===== config.mk =====
export PLATFORM = sky130hd
export DESIGN_NAME = credit_pool_alloc
export DESIGN_NICKNAME = d
export VERILOG_FILES = /design/src/rtl/credit_pool_alloc.sv
export SDC_FILE = /design/constraint.sdc
export NUM_CORES = 1
export LEC_CHECK = 0
export BUFFER_PORTS_ARGS = -buffer_cell sky130_fd_sc_hd__buf_2
export CORE_ASPECT_RATIO = 1.25
export CORE_UTILIZATION = 56
export CTS_BUF_LIST = sky130_fd_sc_hd__clkbuf_8
export DETAILED_ROUTE_END_ITERATION = 8
export PLACE_DENSITY = 0.81
export SLEW_MARGIN = 25
export SYNTH_ARGS = -nofsm -noshare
export SYNTH_HDL_FRONTEND = slang
export SYNTH_SLANG_ARGS = --single-unit

===== constraint.sdc =====
create_clock -name clk -period 8.7 [get_ports clk]
set_input_delay 1.74 -clock clk [delete_from_list [all_inputs] [get_ports clk]]
set_output_delay 1.74 -clock clk [all_outputs]
set_load 0.02 [all_outputs]

===== src/rtl/credit_pool_alloc.sv =====
module credit_pool_alloc #(
  parameter int CLSW = 2,
  parameter int CW   = 8,
  localparam int NCLS = 1 << CLSW,
  localparam int AW   = CLSW + 3
) (
  input  logic            clk,
  input  logic            rst_n,
  input  logic            req_valid,
  input  logic [CLSW-1:0] req_cls,
  output logic            req_grant,
  output logic            req_pool,
  input  logic            rel_valid,
  input  logic [CLSW-1:0] rel_cls,
  output logic            rel_err,
  input  logic            cfg_we,
  input  logic [AW-1:0]   cfg_addr,
  input  logic [CW-1:0]   cfg_wdata,
  output logic [CW:0]     cfg_rdata
);
  logic [NCLS-1:0][CW-1:0] priv_lim, com_cap, priv_used, com_held, pu_n, ch_n;
  logic [NCLS-1:0]         com_en;
  logic [CW-1:0]           pool_total, pool_used;
  logic                    err_q;

  logic priv_ok, com_ok, take_priv, rel_com, rel_priv, rel_bad;
  logic [2:0]      sel;
  logic [CLSW-1:0] idx;

  assign priv_ok   = priv_used[req_cls] < priv_lim[req_cls];
  assign com_ok    = com_en[req_cls] && (com_held[req_cls] < com_cap[req_cls])
                     && (pool_used < pool_total);
  assign req_grant = req_valid && (priv_ok || com_ok);
  assign req_pool  = req_grant && !priv_ok;
  assign take_priv = req_grant && priv_ok;

  assign rel_com  = rel_valid && (com_held[rel_cls] != '0);
  assign rel_priv = rel_valid && !rel_com && (priv_used[rel_cls] != '0);
  assign rel_bad  = rel_valid && !rel_com && !rel_priv;

  assign sel     = cfg_addr[AW-1:CLSW];
  assign idx     = cfg_addr[CLSW-1:0];
  assign rel_err = err_q;

  always_comb begin
    for (int i = 0; i < NCLS; i++) begin
      pu_n[i] = priv_used[i];
      ch_n[i] = com_held[i];
      if (take_priv && req_cls == CLSW'(i)) pu_n[i] = pu_n[i] + CW'(1);
      if (req_pool  && req_cls == CLSW'(i)) ch_n[i] = ch_n[i] + CW'(1);
      if (rel_priv  && rel_cls == CLSW'(i)) pu_n[i] = pu_n[i] - CW'(1);
      if (rel_com   && rel_cls == CLSW'(i)) ch_n[i] = ch_n[i] - CW'(1);
    end
  end

  always_ff @(posedge clk) begin
    if (!rst_n) begin
      priv_lim   <= '0;
      com_cap    <= '0;
      com_en     <= '0;
      priv_used  <= '0;
      com_held   <= '0;
      pool_total <= '0;
      pool_used  <= '0;
      err_q      <= 1'b0;
    end else begin
      priv_used <= pu_n;
      com_held  <= ch_n;
      pool_used <= pool_used + CW'(req_pool) - CW'(rel_com);
      if (cfg_we) begin
        case (sel)
          3'd0: priv_lim[idx] <= cfg_wdata;
          3'd1: com_cap[idx]  <= cfg_wdata;
          3'd2: com_en[idx]   <= cfg_wdata[0];
          3'd5: pool_total    <= cfg_wdata;
          default: ;
        endcase
      end
      if (rel_bad) err_q <= 1'b1;
      else if (cfg_we && sel == 3'd7 && cfg_wdata[0]) err_q <= 1'b0;
    end
  end

  always_comb begin
    case (sel)
      3'd0:    cfg_rdata = {1'b0, priv_lim[idx]};
      3'd1:    cfg_rdata = {1'b0, com_cap[idx]};
      3'd2:    cfg_rdata = (CW+1)'(com_en[idx]);
      3'd3:    cfg_rdata = {1'b0, priv_used[idx]} + {1'b0, com_held[idx]};
      3'd4:    cfg_rdata = {1'b0, com_held[idx]};
      3'd5:    cfg_rdata = {1'b0, pool_total};
      3'd6:    cfg_rdata = {1'b0, pool_used};
      default: cfg_rdata = (CW+1)'(err_q);
    endcase
  end
endmodule


==> results.toml <==
[run_status]
outcome = "completed"

[placement]
place.gp.congestion = 0.9837
portBuffers = 33
dp.cells = 1407
hpwl_mm = 20.54

[pwr]
p_sw_mw = 0.6513
irDropWorstVdd_mv = 0.09160
p_leak_nw = 4.531
p_per_area_mw_per_mm2 = 166.8
switching_share_pct = 34.40
p_seq_share_pct = 41.8
p_comb_share_pct = 28.1
pwr-share-clk_pct = 30.1
power_mw = 1.893
intPower_mw = 1.242

[timing]
finalCriticalPeriod_ns = 6.765
tightestPinTransition_ns = 0.8923
slew_headroom_pct = 40.51
rsz0062_at_grt = "no"
fin_crit_sh_pct = 77.76
setup_violations = 0
drv_slew = 0
hold_violations = 0
fmax_ghz = 0.1478
hold_ws_ns = 0.4735
skew_ns = 0.01266
setup-tns-final_ns = 0

[yosys]
synth_area_sq_mm = 0.01080
syn_avg_cell_area_sq_um = 8.861
synth.area.top_cells = "dfxtp_1 28%, mux4_2 13%, mux2i_1 7.8%"
synth.distinct_cells = 73
synth_top_area_share_pct = 27.61
ys_top_cells_by_count = "151 x nor2_1, 149 x dfxtp_1, 110 x nand2_1"
synth_most_common_cell = "nor2_1"
synth_nets = 1296
yosys_most_used_dff = "dfxtp_1"
ys_warn_count = 0
ys_seq_area_share_pct = 27.61
ys_seq_elements = 149
yosysTopAreaCell = "dfxtp_1"
ys_async_sr_fraction_pct = 0
synthCells = 1219
synth_enable_flop_cells = 0

[drt]
num_vias = 9310
finalWirelength_mm = 27.77
antenna_left = 0
drtIter0Drc = 977
vias_per_cell = 6.474
wire_per_inst_um = 19.31
drc = 0
drt_first_pass_iters = 6

[floorplan]
coreArea_sq_mm = 0.01885
start_util_pct = 57.31
die_y_um = 157.3
die_width_um = 126.2
die-area_sq_mm = 0.01985
row_count = 56
num_io_pins = 34

[setup_path]
r2r_slack_ns = 4.46
critPathKind = "in2out"
path_max_fanout = 25
endpoint_kind = "output pin"
reg2reg_depth = 14
cp-startpoint = "req_cls[0]"
crit_required_ns = 6.96
r2r_end = "com_held[20]"
reg2reg_from = "com_held[26]"
critPathArrivalTime_ns = 5.03
start_kind = "primary input"

[global_route]
grt_pass1_wl_mm = 45.31
top_usage_layer = "met2"
grtUsageMet2_pct = 49.33
grt_pass1_vias = 8778
grt_start_max_net_pins = 74
use_met1_pct = 35.01
grt_use_total_pct = 29.19
grt.overflow.total = 0
grt_antenna_before_repair = 0
grtUsageMet3_pct = 5.438

[worst_hold_path]
hold_start = "com_en[2]"
min_to = "com_en[2]"
hold_path.class = "reg2reg"
whs_path_depth = 2

[cts]
root_buffer = "clkbuf_8"
cts_setup_buffers = 0
cts_tree = "built"
cts-hold-fix-buffers = 0
htree_num_levels = 4
clock_latency_ns = 0.47
cts_sinks = 149
clk_path_buf_depth = 2
cts.repair.resized = 0
clkTransAtPathRegs_ns = 0.08
numCtsBuffers = 17

[layout]
n_antenna_cell = 0
syn_to_final_growth_pct = 5.073
final_util_pct = 60.22
fin_cells = 1438
fillers = 1569
drive_above_1_share_pct = 13.18
fin_nets = 1271

[flow_run]
maxCapViolCount = 0
worst max-delay path: stages:
cell and delay (ns):
buf_2 0.61, buf_4 0.38, mux4_2 0.52, inv_1 0.07
ha_1 0.24, a21o_1 0.18, a21oi_1 0.14, o22a_1 0.29
nand2_1 0.19, a21boi_0 0.41, buf_2 0.24
how the worst max path moves through the flow:
stage	endpoint	slack (ns)	cells after the start
global route	req_grant	1.73	11
floorplan	cfg_rdata[7]	1.36	14
detailed placement	req_grant	1.98	11
CTS	req_grant	1.97	11
global placement	req_grant	2.02	11
finish	req_grant	1.93	11
layout by cell type, fill, tap and decap left out, types with 4 or more instances in the layout:
master      instances
o21ai_0            13
a21oi_1            56
inv_1              44
nor4_1              8
nand2_1           110
nor3b_1             6
nand2b_1            8
xnor2_1            58
nand4_1            19
xor2_1             47
mux2i_1            84
nand4b_1            4
nor2_1            151
buf_4               6
o22ai_1             8
nor2b_1            11
clkinvlp_4          4
and3_1             27
o21a_1              6
dfxtp_1           149
mux4_2             63
buf_2              33
a21o_1             10
a31oi_1             5
o21bai_1            5
mux2_2              9
nand3_1            53
nor3_1             42
ha_1               53
and2_1             12
clkbuf_8           18
a211oi_1            9
or3_1               5
state kept, by name, indices dropped and copies added (netlist names):
| signal | count |
|---|---|
| priv_lim | 32 |
| priv_used | 32 |
| pool_used | 8 |
| com_held | 32 |
| rel_err | 1 |
| pool_total | 8 |
| com_en | 4 |
| com_cap | 32 |
layout make-up:
class / instances / area (sq um) / share of cell area [%]
flip-flops and latches: 149 / 2983 / 26.28
well taps: 232 / 290.3 / 2.558
multi-input cells: 943 / 7292 / 64.25
repair buffers: 39 / 210.2 / 1.852
inverters: 44 / 167.7 / 1.477
clock buffers: 18 / 247.7 / 2.183
clock inverters: 13 / 158.9 / 1.400
cells by family after synthesis:
| kind of cell | after synthesis | synth area share (%) |
|---|---|---|
| AO/OA/AOI/OAI | 143 | 8.468 |
| XOR/XNOR | 105 | 8.514 |
| adder cells (fa/ha/maj) | 55 | 6.510 |
| buffers and inverters | 127 | 4.934 |
| flip-flops | 149 | 27.61 |
| multiplexers | 157 | 22.10 |
| AND/OR/NAND/NOR | 483 | 21.86 |
stage by stage:
| step | cell area, sq um | setup WS [ns] |
|---|---|---|
| floorplan | 10800 | 1.359 |
| detailed placement | 10940 | 1.982 |
| global route | 11350 | 1.734 |
| global placement | 10940 | 2.024 |
| finish | 11350 | 1.935 |
| CTS | 11340 | 1.974 |
power groups by stage:
stage	Sequential, mW	Combinational (mW)	Clock (mW)
2_1_floorplan	0.769	0.441	0
3_3_place_gp	0.803	0.511	0
3_5_place_dp	0.804	0.526	0
4_1_cts	0.789	0.530	0.579
5_1_grt	0.797	0.592	0.609
6_report	0.792	0.532	0.569
routing by layer:
| metal | wire, um | vias up |
|---|---|---|
| li1 | - | 4312 |
| met1 | 10930 | 4478 |
| met2 | 13310 | 404 |
| met3 | 1964 | 116 |
| met4 | 1563 | 0 |
| met5 | 0 | - |
Note: power is estimated with default switching activity, not from simulation.
